**src/rtl/ptw_pkg.sv**
```systemverilog
package ptw_pkg;
  localparam int PAGE_BITS = 12;
  localparam int IDX_BITS  = 10;
  localparam int ENT_BITS  = 32;

  typedef enum logic [2:0] {
    S_IDLE   = 3'd0,
    S_RD_DIR = 3'd1,
    S_WT_DIR = 3'd2,
    S_RD_PTE = 3'd3,
    S_WT_PTE = 3'd4,
    S_DONE   = 3'd5,
    S_FAULT  = 3'd6
  } ptw_state_e;

  typedef enum logic {
    LVL_DIR = 1'b0,
    LVL_TBL = 1'b1
  } ptw_lvl_e;
endpackage

```
**src/rtl/ptw_addr.sv**
```systemverilog
module ptw_addr
  import ptw_pkg::*;
#(
  parameter int PAGE_W = PAGE_BITS,
  parameter int IDX_W  = IDX_BITS,
  parameter int ENT_W  = ENT_BITS
) (
  input  ptw_lvl_e                lvl,
  input  logic [ENT_W-1:0]        root,
  input  logic [ENT_W-PAGE_W-1:0] frame,
  input  logic [2*IDX_W-1:0]      vpn,
  output logic [ENT_W-1:0]        addr
);
  localparam int ENT_SH = $clog2(ENT_W / 8);

  logic [IDX_W-1:0] idx;
  logic [ENT_W-1:0] base;
  logic [ENT_W-1:0] ofs;

  always_comb begin
    if (lvl == LVL_DIR) begin
      idx  = vpn[2*IDX_W-1:IDX_W];
      base = root;
    end else begin
      idx  = vpn[IDX_W-1:0];
      base = {frame, {PAGE_W{1'b0}}};
    end
    ofs  = ENT_W'(idx) << ENT_SH;
    addr = base + ofs;
  end
endmodule

```
**src/rtl/ptw_ctrl.sv**
```systemverilog
module ptw_ctrl
  import ptw_pkg::*;
(
  input  logic     clk,
  input  logic     rst_n,
  input  logic     req_valid,
  output logic     req_ready,
  output logic     accept,
  output logic     mem_req_valid,
  input  logic     mem_req_ready,
  input  logic     mem_rsp_valid,
  input  logic     entry_ok,
  output logic     cap_ent,
  output ptw_lvl_e lvl,
  output logic     rsp_valid,
  input  logic     rsp_ready,
  output logic     rsp_fault,
  output ptw_lvl_e fault_lvl
);
  ptw_state_e state_q, state_d;
  ptw_lvl_e   flvl_q, flvl_d;

  always_comb begin
    state_d = state_q;
    flvl_d  = flvl_q;
    case (state_q)
      S_IDLE:   if (req_valid) state_d = S_RD_DIR;
      S_RD_DIR: if (mem_req_ready) state_d = S_WT_DIR;
      S_WT_DIR: if (mem_rsp_valid) begin
        if (entry_ok) state_d = S_RD_PTE;
        else begin
          state_d = S_FAULT;
          flvl_d  = LVL_DIR;
        end
      end
      S_RD_PTE: if (mem_req_ready) state_d = S_WT_PTE;
      S_WT_PTE: if (mem_rsp_valid) begin
        if (entry_ok) state_d = S_DONE;
        else begin
          state_d = S_FAULT;
          flvl_d  = LVL_TBL;
        end
      end
      S_DONE, S_FAULT: if (rsp_ready) state_d = S_IDLE;
      default:  state_d = S_IDLE;
    endcase
  end

  always_ff @(posedge clk or negedge rst_n) begin
    if (!rst_n) begin
      state_q <= S_IDLE;
      flvl_q  <= LVL_DIR;
    end else begin
      state_q <= state_d;
      flvl_q  <= flvl_d;
    end
  end

  always_comb begin
    req_ready     = (state_q == S_IDLE);
    accept        = req_ready && req_valid;
    mem_req_valid = (state_q == S_RD_DIR) || (state_q == S_RD_PTE);
    lvl           = ((state_q == S_RD_DIR) || (state_q == S_WT_DIR)) ? LVL_DIR : LVL_TBL;
    cap_ent       = mem_rsp_valid && ((state_q == S_WT_DIR) || (state_q == S_WT_PTE));
    rsp_valid     = (state_q == S_DONE) || (state_q == S_FAULT);
    rsp_fault     = (state_q == S_FAULT);
    fault_lvl     = flvl_q;
  end

  // an idle walker drives neither a memory read nor a result
  a_r9_idle_quiet: assert property (@(posedge clk) disable iff (!rst_n)
    req_ready |-> (!mem_req_valid && !rsp_valid));

  // the walker is idle again right after the result handshake
  a_r9_back_to_idle: assert property (@(posedge clk) disable iff (!rst_n)
    (rsp_valid && rsp_ready) |=> req_ready);

  // a stalled result keeps its status
  a_r10_status_hold: assert property (@(posedge clk) disable iff (!rst_n)
    (rsp_valid && !rsp_ready) |=> (rsp_valid && $stable(rsp_fault) && $stable(fault_lvl)));

  // a memory request is not withdrawn before it is granted
  a_r7_valid_hold: assert property (@(posedge clk) disable iff (!rst_n)
    (mem_req_valid && !mem_req_ready) |=> mem_req_valid);
endmodule

```
**src/rtl/ptw_top.sv**
```systemverilog
module ptw_top
  import ptw_pkg::*;
#(
  parameter int PAGE_W    = PAGE_BITS,
  parameter int IDX_W     = IDX_BITS,
  parameter int ENT_W     = ENT_BITS,
  parameter int VALID_BIT = 0
) (
  input  logic                 clk,
  input  logic                 rst_n,
  input  logic [ENT_W-1:0]     root_base,
  input  logic                 req_valid,
  output logic                 req_ready,
  input  logic [2*IDX_W-1:0]   req_vpn,
  output logic                 mem_req_valid,
  input  logic                 mem_req_ready,
  output logic [ENT_W-1:0]     mem_req_addr,
  input  logic                 mem_rsp_valid,
  input  logic [ENT_W-1:0]     mem_rsp_data,
  output logic                 rsp_valid,
  input  logic                 rsp_ready,
  output logic [ENT_W-1:0]     rsp_pte,
  output logic                 rsp_fault,
  output logic                 rsp_fault_lvl
);
  localparam int VPN_W = 2 * IDX_W;

  logic [VPN_W-1:0] vpn_q;
  logic [ENT_W-1:0] root_q;
  logic [ENT_W-1:0] ent_q;
  logic             accept;
  logic             cap_ent;
  logic             entry_ok;
  ptw_lvl_e         lvl;
  ptw_lvl_e         fault_lvl;

  assign entry_ok = mem_rsp_data[VALID_BIT];

  ptw_ctrl u_ctrl (
    .clk           (clk),
    .rst_n         (rst_n),
    .req_valid     (req_valid),
    .req_ready     (req_ready),
    .accept        (accept),
    .mem_req_valid (mem_req_valid),
    .mem_req_ready (mem_req_ready),
    .mem_rsp_valid (mem_rsp_valid),
    .entry_ok      (entry_ok),
    .cap_ent       (cap_ent),
    .lvl           (lvl),
    .rsp_valid     (rsp_valid),
    .rsp_ready     (rsp_ready),
    .rsp_fault     (rsp_fault),
    .fault_lvl     (fault_lvl)
  );

  ptw_addr #(
    .PAGE_W (PAGE_W),
    .IDX_W  (IDX_W),
    .ENT_W  (ENT_W)
  ) u_addr (
    .lvl   (lvl),
    .root  (root_q),
    .frame (ent_q[ENT_W-1:PAGE_W]),
    .vpn   (vpn_q),
    .addr  (mem_req_addr)
  );

  always_ff @(posedge clk or negedge rst_n) begin
    if (!rst_n) begin
      vpn_q  <= '0;
      root_q <= '0;
      ent_q  <= '0;
    end else begin
      if (accept) begin
        vpn_q  <= req_vpn;
        root_q <= root_base;
      end
      if (cap_ent) ent_q <= mem_rsp_data;
    end
  end

  assign rsp_pte       = ent_q;
  assign rsp_fault_lvl = (fault_lvl == LVL_TBL);

  // address stable while the read waits for a grant
  a_r7_addr_hold: assert property (@(posedge clk) disable iff (!rst_n)
    (mem_req_valid && !mem_req_ready) |=> $stable(mem_req_addr));

  // the returned entry holds under back-pressure
  a_r10_pte_hold: assert property (@(posedge clk) disable iff (!rst_n)
    (rsp_valid && !rsp_ready) |=> $stable(rsp_pte));

  // a successful result carries a valid entry
  a_r4_ok_has_valid: assert property (@(posedge clk) disable iff (!rst_n)
    (rsp_valid && !rsp_fault) |-> rsp_pte[VALID_BIT]);

  // a fault always reports an entry whose valid flag is clear
  a_r5_fault_invalid: assert property (@(posedge clk) disable iff (!rst_n)
    (rsp_valid && rsp_fault) |-> !rsp_pte[VALID_BIT]);
endmodule

```
**config.mk**
```make
export PLATFORM = sky130hd
export DESIGN_NAME = ptw_top
export DESIGN_NICKNAME = d
export VERILOG_FILES = /design/src/rtl/ptw_pkg.sv /design/src/rtl/ptw_addr.sv /design/src/rtl/ptw_ctrl.sv /design/src/rtl/ptw_top.sv
export SDC_FILE = /design/constraint.sdc
export NUM_CORES = 1
export LEC_CHECK = 0
export ABC_AREA = 1
export BUFFER_PORTS_ARGS = -buffer_cell sky130_fd_sc_hd__buf_2
export CAP_MARGIN = 20
export CORE_AREA = 2 2 116 118
export CTS_CLUSTER_SIZE = 40
export DETAILED_ROUTE_END_ITERATION = 10
export DIE_AREA = 0 0 118 120
export GPL_ROUTABILITY_DRIVEN = 0
export PLACE_DENSITY_LB_ADDON = 0.1
export SLEW_MARGIN = 5
export SYNTH_ARGS = -nofsm -noshare
export SYNTH_HDL_FRONTEND = slang
export SYNTH_SLANG_ARGS = --single-unit
export TNS_END_PERCENT = 20
```
**constraint.sdc**
```tcl
create_clock -name clk -period 3.4 [get_ports clk]
set_input_delay 0.68 -clock clk [delete_from_list [all_inputs] [get_ports clk]]
set_output_delay 0.68 -clock clk [all_outputs]
set_load 0.01 [all_outputs]
```
=== Yosys cells after proc, flatten, opt, wreduce, memory -nomap -nowiden ===
Index checks and enable logic that the tools add are counted.
W data, S select, Z words.

* Multipliers: 0
* Mux-type cells: 16
* $add $sub $neg: 1
* Bitwise logic cells: 0
* Divide/modulo/power cells: 0
* Shift operators: 0
* Reductions and logical operators: 11
* Order comparisons: 0
* Eq/ne operators: 14

{| class="wikitable"
|+ Operators by type and width
! kind !! count
|-
| $add A32 B12 Y32 || 1
|-
| $mux W32 || 1
|-
| $mux W3 || 7
|-
| $pmux W3 S6 || 1
|-
| $ne A2 B2 Y1 const B || 8
|-
| $mux W10 || 1
|-
| $eq A3 B3 Y1 const B || 3
|-
| $eq A3 B2 Y1 const B || 2
|-
| $reduce_and A6 Y1 || 1
|-
| $reduce_and A5 Y1 || 1
|-
| $logic_or A1 B1 Y1 || 4
|-
| $mux W1 || 4
|-
| $eq A3 B1 Y1 const B || 1
|-
| $logic_not A3 Y1 || 1
|-
| $logic_and A1 B1 Y1 || 2
|-
| $mux W2 || 1
|-
| $pmux W1 S2 || 1
|-
| $reduce_bool A2 Y1 || 1
|-
| $reduce_or A2 Y1 || 1
|}

* Memory bits (read-only): 0
* Memories kept: 0
* Latch bits: 0
* Register bits after elaboration: 88
* Input bits: 90
* RAM bits: 0

=== Longest topological paths before layout ===
Gate-level depths: netlist (run 1).

* Depth in word-level cells: 4
* Mapped depth: 21
* Mapped depth without buffers: 18

=== Hierarchy ===
A second synthesis (run 1) with hierarchy kept.

* Cell total of the unflattened synthesis: 842
* Area total of the unflattened synthesis: 5649.2 µm²

{| class="wikitable"
|+ By module, submodules not included
! module !! cells each !! instances !! area an instance (µm²)
|-
| ptw_top || 356 || 1 || 3231.8
|-
| ptw_addr || 431 || 1 || 2073.2
|-
| ptw_ctrl || 55 || 1 || 344.1
|}

=== Worst setup path before layout (run 1) ===
Ideal clock, no wire load.

* Kind: reg-to-output
* Start point: register u_ctrl.state_q[0]
* End point: output mem_req_addr[22]
* Data arrival time: 2.745 ns
* Buffers on the path: 3
* Setup slack: -0.025 ns
* Required time: 2.720 ns
* Stages on the path, launching flop included: 15
* Path through: dfrtp_1 nand2_2 nand3_4 buf_2 buf_2 clkbuf_1 nor2_1 ha_1 fa_1 nand3_1 nand3_1 nand2_1 inv_2 nand2_1 xor2_1

* Word-level cells in the longest chain between the ends: 4
* Elaborated cells between the ends (all ways): 6
* Classes of those cells: add/sub (1); eq/ne (2); mux (2); reduce/logical (1)

{| class="wikitable"
|+ RTL lines
! element !! line !! RTL
|-
| from (decl) || ptw_ctrl.sv:20 || <nowiki>ptw_state_e state_q, state_d;</nowiki>
|-
| from (signal assigned) || ptw_ctrl.sv:54 || <nowiki>state_q <= state_d;</nowiki>
|-
| $eq A3 B1 Y1 or $eq A3 B2 Y1 (tied branches) || ptw_ctrl.sv:63 || <nowiki>lvl = ((state_q == S_RD_DIR) || (state_q == S_WT_DIR)) ? LVL_DIR : LVL_TBL;</nowiki>
|-
| $logic_or A1 B1 Y1 * || ptw_ctrl.sv:63 ||
|-
| $mux W32 or $mux W10 (tied branches) || ptw_addr.sv:21 || <nowiki>if (lvl == LVL_DIR) begin</nowiki>
|-
| $add A32 B12 Y32 * || ptw_addr.sv:29 || <nowiki>addr = base + ofs;</nowiki>
|-
| to (decl) || ptw_top.sv:17 || <nowiki>output logic [ENT_W-1:0] mem_req_addr,</nowiki>
|}

Mark *: on every way between the ends. The rest lies on a longest branch, timed or not.

=== Worst setup path in the final report (run 1) ===
* Start point: register u_ctrl.state_q[1]
* End point: output mem_req_addr[17]

Same word-level chain as after synthesis.

==> metrics.md, run 1 <==
| Metric | Value |
|---|---|
| Routed WL per cell | `~15 um` |
| All-layer global routing usage | `0.207` |
| Final setup viols | `21` |
| R2R cell count | `12` |
| Initial core utilization | `0.388` |
| Crit path launch | `u_ctrl.state_q[1]` |
| Cells after Synth | `a little under 700` |
| Arr. time, crit path | `2820 ps` |
| Setup ws final | `-100 ps` |
| Final nets | `between 900 and 1000` |
| Sequential share of the synthesized area | `0.437` |
| GR Overflow Total | `0` |
| Ports | `159` |
| Fin crit share | `1.03` |
| Cell variety after synth | `31` |
| Worst Path Required | `2720 ps` |
| Post-Syn Area | `roughly 5000 um^2` |
| # rows | `42` |
| Drt pass-1 iters | `4` |
| Most common cell after layout, fill and taps aside | `nand2_1` |
| TritonCTS Buffers | `9` |
| H-Tree Depth | `3` |
| CP Capture Type | `output port` |
| Fin. Hold Viols | `0` |
| Outcome | `complete, but fails checks` |
| Final non-filler cell total | `~1000` |
| CTS root buf | `clkbuf_16` |
| DR vias | `around 5000` |
| Wirelength, routed | `~15000 um` |
| Inst Count DP | `999` |
| Flop2flop setup slack | `approximately 740 ps` |
| Clock Latency Late Sink | `roughly 350 ps` |
| Most frequent cells in the layout | `168 x nand2_1, 157 x buf_2, 87 x inv_1, 87 x dfrtp_1, 81 x nor2_1` |
| Min cycle time layout | `3500 ps` |
| Pin count of the biggest net entering global routing | `between 90 and 100` |
| Initial DRC count | `362` |
| CTS Sinks | `between 80 and 90` |
| Worst Skew | `approximately 4.3 ps` |
| RSZ-0062 raised after global routing | `true` |
| First-pass GRT wire length | `between 20000 and 25000 um` |
| Die Y | `between 100 and 150 um` |
| Max-slew headroom | `0.365` |
| Vias in the first global route | `~4800` |
| PortBufs | `around 160` |
| Worst slew pin tran | `940 ps` |
| Drt via density | `between 4 and 5` |
| Worst hold path type | `in -> async` |
| Synthesis-to-finish area growth | `37.5%` |
| Die Area | `between 10000 and 15000 um^2` |
| Core area | `about 13000 um^2` |
| Hold slack final | `300 ps` |
| TritonCTS clock tree | `yes` |
| Crit Reg-Reg Endpoint | `rsp_pte[24]` |
| Slew Limit Fails | `0` |
| # diodes | `0` |
| Share of cells above drive strength 1 | `0.361` |
| DRC Markers | `0` |
| MaxCap Viol Count | `0` |
| Routed Antenna Nets | `0` |
| #FFs+latches synth | `around 90` |
| Clk buf depth | `2` |
| DP Wirelength | `approximately 10000 um` |
| Syn nets | `about 780` |
| YS warnings | `0` |
| Worst setup path end | `mem_req_addr[17]` |
| Chip Width | `roughly 120 um` |
| Crit path max fanout | `7` |
| R2r startpoint | `u_ctrl.state_q[1]` |
| Crit start category | `flop` |
| Fmax | `about 290 MHz` |
| Antenna violations before repair | `0` |
| Mean area per synthesized cell | `7.40 um^2` |
| Failing checks | `negative setup slack` |
| Kind of critical path | `reg -> out` |
| Clock transition at path regs | `approximately 60 ps` |
## worst max-delay path, stage by stage (launching register included)
cell	delay, ps
dfrtp_1	430
inv_2	70
nand2_4	110
nand3_4	160
buf_2	210
nor2_2	140
ha_4	250
a21oi_4	180
nor2_1	60
nor2_1	130
nand2_1	100
nand2_1	80
nand2_2	110
nand2_2	110
xor2_2	170
buf_2	160
## worst min-delay path by stage
| stage | endpoint | start | slack [ps] | depth (start not counted) |
|---|---|---|---|---|
| finish | root_q[30] | rst_n | 300 | 1 |
| global route | root_q[30] | rst_n | 340 | 1 |
| CTS | root_q[30] | rst_n | 320 | 1 |
| detailed placement | rsp_pte[6] | rsp_pte[6] | 460 | 2 |
| global placement | rsp_pte[8] | rsp_pte[8] | 460 | 2 |
| floorplan | root_q[0] | rst_n | 380 | 0 |
## cell type report
class / instances / area (um^2)
Multi-Input combinational cell: 472 / 2740
Tap cell: 176 / 220
Clock inverter: 4 / 28.8
Sequential cell: 88 / 2200
Fill cell: 1294 / 6050
Timing Repair Buffer: 199 / 1130
Clock buffer: 11 / 243
Inverter: 96 / 365
## repair_timing
action,4_1_cts,5_1_grt
setup buffers,21,8
cloned,3,0
pin swaps,39,30
hold buffers,0,0
endpoints found under the setup margin,22,24
resized for setup,49,51
## kinds of logic after synthesis
family	Yosys count	synth area share
XOR/XNOR	21	0.0365
flip-flops	88	0.437
AO/OA/AOI/OAI	90	0.0916
multiplexers	13	0.0290
adder cells (fa/ha/maj)	11	0.0288
buffers and inverters	123	0.100
AND/OR/NAND/NOR	335	0.277
## registers in the layout, indices dropped and copies added (netlist names)
signal / flops
root_q: 32
rsp_pte: 32
vpn_q: 20
u_ctrl.state_q: 3
u_ctrl.fault_lvl: 1
## routing by layer
layer	part of all wire	up-vias	global-route usage
met2	0.50	143	0.355
met1	0.44	2356	0.256
met4	0.022	0	0.0715
li1	-	2502	-
met5	0	-	0
met3	0.048	28	0.0466
## synthesized netlist by cell type
| cell type | count | share of area |
|---|---|---|
| xor2_1 | 14 | 0.024 |
| nand2_4 | 1 | 0.0022 |
| nand4_1 | 25 | 0.031 |
| nor2_4 | 1 | 0.0022 |
| o311ai_0 | 1 | 0.0017 |
| xnor2_1 | 7 | 0.012 |
| nand3_4 | 1 | 0.0035 |
| inv_2 | 7 | 0.0052 |
| buf_4 | 1 | 0.0015 |
| mux2_2 | 13 | 0.029 |
| nand2_2 | 3 | 0.0037 |
| nand2_1 | 191 | 0.14 |
| nor2_2 | 7 | 0.0087 |
| dfrtp_1 | 88 | 0.44 |
| and2_1 | 1 | 0.0012 |
| ha_1 | 10 | 0.025 |
| inv_1 | 88 | 0.066 |
| o21a_1 | 1 | 0.0015 |
| fa_1 | 1 | 0.0040 |
| nor2_1 | 88 | 0.066 |
| clkinv_1 | 1 | 0.00074 |
| buf_2 | 13 | 0.013 |
| buf_6 | 3 | 0.0067 |
| clkbuf_1 | 10 | 0.0074 |
| nor3_1 | 3 | 0.0030 |
| a21oi_1 | 47 | 0.047 |
| nand3_1 | 14 | 0.014 |
| o21ai_1 | 3 | 0.0030 |
| a31oi_1 | 2 | 0.0025 |
| a21o_1 | 1 | 0.0015 |
| o21ai_0 | 35 | 0.035 |
## per-stage QoR
stage | cell area, um^2 | setup TNS (ps) | setup WS, ps | util
floorplan | 5040 | 0 | 34.9 | -
global placement | 6010 | 0 | 74.6 | 0.463
detailed placement | 6010 | 0 | 21.2 | 0.463
CTS | 6630 | -420 | -78.0 | 0.511
global route | 6930 | -3910 | -242 | 0.534
finish | 6930 | -758 | -100 | 0.534
Power of run 1 is left out: the tool's default activity adds up to more than one toggle a clock period on the data nets, which glitch-free logic cannot reach.
==> run 2, diff against run 1 <==
==> constraint.sdc (replaced) <==
create_clock -name clk -period 3.26 [get_ports clk]
set_input_delay 0.652 -clock clk [delete_from_list [all_inputs] [get_ports clk]]
set_output_delay 0.652 -clock clk [all_outputs]
set_load 0.01 [all_outputs]
==> metrics.md, run 2 (synthesis gave the netlist of run 1 again) <==
| Metric | Value |
|---|---|
| Outcome | `complete, but fails checks (unchanged)` |
| Failing checks | `negative setup slack (unchanged)` |
| Clk buf depth | `2 (unchanged)` |
| CTS root buf | `clkbuf_16 (unchanged)` |
| H-Tree Depth | `3 (unchanged)` |
| Chip Width | `118 um (unchanged)` |
| TritonCTS Buffers | `9 (unchanged)` |
| Core area | `13000 um^2 (unchanged)` |
| Slowest cell on the critical path | `dfrtp_1 (unchanged)` |
| Routed Antenna Nets | `0 (unchanged)` |
| Die Y | `120 um (unchanged)` |
| Top Usage Layer GRT | `met2 (unchanged)` |
| Flop2flop setup slack | `990 ps (was 740 ps)` |
| Hold slack final | `299 ps (was 300 ps)` |
| Met3 Use GR | `0.0356 (was 0.0466)` |
| Final non-filler cell total | `1048 (was 1046)` |
| Arr. time, crit path | `2790 ps (was 2820 ps)` |
| Max-slew headroom | `0.259 (was 0.365)` |
| Most frequent cells in the layout | `168 x nand2_1, 157 x buf_2, 87 x dfrtp_1, 86 x inv_1, 80 x nor2_1 (was 168 x nand2_1, 157 x buf_2, 87 x inv_1, 87 x dfrtp_1, 81 x nor2_1)` |
| MaxCap Viol Count | `0 (unchanged)` |
| PortBufs | `158 (unchanged)` |
| Crit-path cells | `inv_2 > nand2_4 > nand3_4 > buf_6 > nor2_4 > ha_4 > buf_4 > buf_4 > a31oi_4 > nor3_2 > nor3_2 > xnor2_1 > buf_2 (was inv_2 > nand2_4 > nand3_4 > buf_2 > nor2_2 > ha_4 > a21oi_4 > nor2_1 > nor2_1 > nand2_1 > nand2_1 > nand2_2 > nand2_2 > xor2_2 > buf_2)` |
| First-pass GRT wire length | `23500 um (was 23200 um)` |
| Met1 global-route usage | `0.275 (was 0.256)` |
| Fin crit share | `1.06` |
| DRC Markers | `0 (unchanged)` |
| Drt via density | `4.76 (was 4.81)` |
| Die Area | `14200 um^2 (unchanged)` |
| Clock transition at path regs | `70 ps (was 60 ps)` |
| DR vias | `4988 (was 5029)` |
| Worst hold path type | `in -> async (unchanged)` |
| # diodes | `0 (unchanged)` |
| Pin count of the biggest net entering global routing | `92 (unchanged)` |
| Most common cell after layout, fill and taps aside | `nand2_1 (unchanged)` |
| CP Capture Type | `output port (unchanged)` |
| Cts hold-fix bufs | `0 (unchanged)` |
| Min cycle time layout | `between 3000 and 4000 ps` |
| Share of cells above drive strength 1 | `0.365 (was 0.361)` |
| Worst Skew | `4.14 ps (was 4.29 ps)` |
| Kind of critical path | `reg -> out (unchanged)` |
| Wirelength, routed | `14800 um (was 15200 um)` |
| TritonCTS clock tree | `yes (unchanged)` |
| Worst Path Required | `2610 ps (was 2720 ps)` |
| Crit path max fanout | `8 (was 7)` |
| Drt pass-1 iters | `4 (unchanged)` |
| Initial core utilization | `0.388 (unchanged)` |
| Initial DRC count | `326 (was 362)` |
| All-layer global routing usage | `0.208 (was 0.207)` |
| Fin. Hold Viols | `0 (unchanged)` |
| Setup ws final | `-183 ps (was -100 ps)` |
| Ports | `159 (unchanged)` |
| Final setup viols | `22 (was 21)` |
| Vias in the first global route | `4800 (was 4804)` |
| Final nets | `968 (was 967)` |
| CTS Sinks | `88 (unchanged)` |
| RSZ-0062 raised after global routing | `true (unchanged)` |
| Worst slew pin tran | `1100 ps (was 940 ps)` |
| Synthesis-to-finish area growth | `39.7% (was 37.5%)` |
| Slew Limit Fails | `0 (unchanged)` |
| TNS Setup | `-1600 ps (was -758 ps)` |
| Crit start category | `flop (unchanged)` |
| Fmax | `between 200 and 300 MHz` |
| Clock Latency Late Sink | `340 ps (was 350 ps)` |
| Final Instance Area | `7040 um^2 (was 6930 um^2)` |
| Crit-path max cell delay | `420 ps (was 430 ps)` |
| Placed Area | `6040 um^2 (was 6010 um^2)` |
| Routed WL per cell | `14.1 um (was 14.6 um)` |
| # rows | `42 (unchanged)` |
| GR Overflow Total | `0 (unchanged)` |
| DP Wirelength | `10200 um (was 10500 um)` |
| Antenna violations before repair | `0 (unchanged)` |
| Met2 usage | `0.336 (was 0.355)` |
| Inst Count DP | `1001 (was 999)` |
==> run 2: cell count changes in the layout (fill, tap and decap cells not counted), moves of 3 or more <==
cell     before  now
nand2_4      10    7
nand2_2      17   20
nor2_4        4    7
nand3_2       7    4
nand3_4       3    6
==> run 2: worst paths after layout <==
kind	endpoint	startpoint	cells after the start
worst max register to register	root_q[31]	u_ctrl.state_q[0]	6
worst max-delay path	mem_req_addr[10]	u_ctrl.state_q[1]	13
worst min register to register	rsp_pte[9]	rsp_pte[9]	2
max in group asynchronous	vpn_q[8]	rst_n	2
min in group clk	rsp_pte[9]	rsp_pte[9]	2
worst min-delay path	root_q[30]	rst_n	1
==> run 2: through the flow <==
stage | setup WS [ps] | utilization
after global routing | -264 | 0.543
after global placement | 48.4 | 0.465
after detailed placement | -57.6 | 0.465
after floorplan | -18.6 | -
after CTS | -108 | 0.529
final | -183 | 0.543
==> run 2: final cells by class <==
cell class                      instances  area [um^2]
Clock buffer                           13          270
Clock inverter                          3         71.3
Fill cell                            1220         5940
Inverter                               96          363
Multi-Input combinational cell        473         2780
Sequential cell                        88         2200
Tap cell                              176          220
Timing Repair Buffer                  199         1130
==> run 2: per-layer routing <==
metal / part of all wire / vias up
met5: 0 / -
met4: 0.022 / 0
met3: 0.045 / 22
met2: 0.48 / 136
met1: 0.45 / 2327
li1: - / 2503
==> run 2: timing repair <==
action                     CTS  global route
pin swaps                   37            17
setup endpoints to repair   26            25
resized for setup           68            34
gates cloned                 3             0
setup buffers               26             2
==> run 2: worst max-delay path: cells and delay by family (launching register included) <==
family | cells | cell delay (ps)
buffers and inverters | 5 | 710
XOR/XNOR | 1 | 180
flip-flops | 1 | 420
AND/OR/NAND/NOR | 5 | 700
adder cells (fa/ha/maj) | 1 | 220
AO/OA/AOI/OAI | 1 | 200
Power of run 2 is left out for the same reason.
==> run 3, diff against run 2 <==
--- a/config.mk
+++ b/config.mk
@@ -9,6 +9,7 @@
 export BUFFER_PORTS_ARGS = -buffer_cell sky130_fd_sc_hd__buf_2
 export CAP_MARGIN = 20
 export CORE_AREA = 2 2 116 118
+export CTS_BUF_LIST = sky130_fd_sc_hd__clkbuf_4 sky130_fd_sc_hd__clkbuf_8
 export CTS_CLUSTER_SIZE = 40
 export DETAILED_ROUTE_END_ITERATION = 10
 export DIE_AREA = 0 0 118 120
==> metrics.md, run 3 (synthesis gave the netlist of run 1 again) <==
| Metric | Value |
|---|---|
| TritonCTS Buffers | `9 (unchanged)` |
| Drt pass-1 iters | `4 (unchanged)` |
| Die Area | `14200 um^2 (unchanged)` |
| Vias in the first global route | `4731 (was 4800)` |
| Antenna violations before repair | `0 (unchanged)` |
| TritonCTS clock tree | `yes (unchanged)` |
| Share of cells above drive strength 1 | `0.370 (was 0.365)` |
| Routed Antenna Nets | `0 (unchanged)` |
| GR Overflow Total | `0 (unchanged)` |
| Initial core utilization | `0.388 (unchanged)` |
| Synthesis-to-finish area growth | `37.4% (was 39.7%)` |
| Most common cell after layout, fill and taps aside | `nand2_1 (unchanged)` |
| CTS Sinks | `88 (unchanged)` |
| Final nets | `966 (was 968)` |
| Core area | `13000 um^2 (unchanged)` |
| Fillcell total | `1226 (was 1220)` |
| Final setup viols | `23 (was 22)` |
| Pin count of the biggest net entering global routing | `92 (unchanged)` |
| First-pass GRT wire length | `23300 um (was 23500 um)` |
| Slew Limit Fails | `0 (unchanged)` |
| Worst slew pin tran | `1090 ps (was 1100 ps)` |
| DRC Markers | `0 (unchanged)` |
| Wirelength, routed | `14700 um (was 14800 um)` |
| R2R cell count | `6 (unchanged)` |
| Clk buf depth | `2 (unchanged)` |
| Fin. Hold Viols | `0 (unchanged)` |
| Crit path max fanout | `8 (unchanged)` |
| Fmax | `290 MHz (about the same)` |
| CP Capture Type | `output port (unchanged)` |
| Inst Count DP | `1001 (unchanged)` |
| Final non-filler cell total | `1046 (was 1048)` |
| Most frequent cells in the layout | `163 x nand2_1, 157 x buf_2, 87 x dfrtp_1, 85 x inv_1, 79 x nor2_1 (was 168 x nand2_1, 157 x buf_2, 87 x dfrtp_1, 86 x inv_1, 80 x nor2_1)` |
| Flop2flop setup slack | `1000 ps (was 990 ps)` |
| RSZ-0062 raised after global routing | `true (unchanged)` |
| Max-slew headroom | `0.261 (was 0.259)` |
| Worst Path Required | `2610 ps (about the same)` |
| Fin crit share | `1.06 (about the same)` |
| Cts hold-fix bufs | `0 (unchanged)` |
| PortBufs | `158 (unchanged)` |
| DR vias | `4968 (was 4988)` |
| Kind of critical path | `reg -> out (unchanged)` |
| Ports | `159 (unchanged)` |
| Worst Skew | `6.36 ps (was 4.14 ps)` |
| Chip Width | `118 um (unchanged)` |
| Worst hold path type | `in -> async (unchanged)` |
| All-layer global routing usage | `0.207 (was 0.208)` |
| Arr. time, crit path | `2800 ps (was 2790 ps)` |
| MaxCap Viol Count | `0 (unchanged)` |
| Crit start category | `flop (unchanged)` |
| Initial DRC count | `302 (was 326)` |
| Clock transition at path regs | `100 ps (was 70 ps)` |
| # diodes | `0 (unchanged)` |
| Min cycle time layout | `3450 ps (was 3440 ps)` |
| Failing checks | `negative setup slack (unchanged)` |
| Routed WL per cell | `14.1 um (about the same)` |
| Setup ws final | `-187 ps (was -183 ps)` |
| DP Wirelength | `10200 um (unchanged)` |
| CTS root buf | `clkbuf_8 (was clkbuf_16)` |
| Die Y | `120 um (unchanged)` |
| # rows | `42 (unchanged)` |
| H-Tree Depth | `3 (unchanged)` |
| Clock Latency Late Sink | `380 ps (was 340 ps)` |
| Drt via density | `4.75 (was 4.76)` |
| Outcome | `complete, but fails checks (unchanged)` |
## run 3: cell count changes in the layout (fill, tap and decap cells not counted), moves of 2 or more
cell / previous run / this run
nand2_2: 20 / 24
nand2_1: 168 / 163
clkbuf_16: 9 / 0
buf_4: 36 / 32
clkbuf_8: 3 / 12
nor2_2: 9 / 11
buf_6: 5 / 7
## run 3: repair_timing
action	CTS	global route
endpoints found under the setup margin	26	25
resized for setup	65	42
gates cloned	3	0
setup buffers	23	4
pin swaps	37	22
## run 3: worst max-delay path, cell delays in order (launching register included)
cell	delay [ps]
dfrtp_1	430
inv_2	80
nand2_4	130
nand3_4	170
buf_6	200
nor2_4	100
ha_4	230
buf_6	120
buf_4	130
a31oi_4	200
nor3_2	60
nor3_2	220
xnor2_1	180
buf_2	170
## run 3: area by class of cell
| class | instances | area (um^2) | share of cell area |
|---|---|---|---|
| Clock buffer | 13 | 173 | 0.0249 |
| Inverter | 96 | 363 | 0.0524 |
| Timing Repair Buffer | 197 | 1120 | 0.162 |
| Clock inverter | 3 | 71.3 | 0.0103 |
| Multi-Input combinational cell | 473 | 2770 | 0.400 |
| Sequential cell | 88 | 2200 | 0.318 |
| Tap cell | 176 | 220 | 0.0318 |
## run 3: path summary, 6_finish.rpt
path                                    from               end
max                        u_ctrl.state_q[1]  mem_req_addr[10]
max reg2reg                u_ctrl.state_q[0]          vpn_q[2]
max in group asynchronous              rst_n          vpn_q[7]
min                                    rst_n        root_q[30]
min in group clk            mem_rsp_data[10]       rsp_pte[10]
min reg2reg                       rsp_pte[9]        rsp_pte[9]
## run 3: metal layers
| metal | vias to the layer above | track usage | share of wire |
|---|---|---|---|
| met4 | 0 | 0.0971 | 0.031 |
| met5 | - | 0 | 0 |
| met1 | 2302 | 0.277 | 0.45 |
| met2 | 136 | 0.328 | 0.47 |
| li1 | 2498 | - | - |
| met3 | 32 | 0.0352 | 0.044 |
## run 3: through the flow
stage	worst slack, ps	setup TNS (ps)	hold slack [ps]	util	instance area, um^2
2_1_floorplan	-18.6	-37.2	356	-	5060
3_3_place_gp	48.4	0	458	0.465	6040
3_5_place_dp	-57.6	-172	463	0.465	6040
4_1_cts	-139	-2030	269	0.517	6720
5_1_grt	-330	-5820	299	0.534	6930
6_report	-187	-2410	252	0.534	6930
Power of run 3 is left out for the same reason.
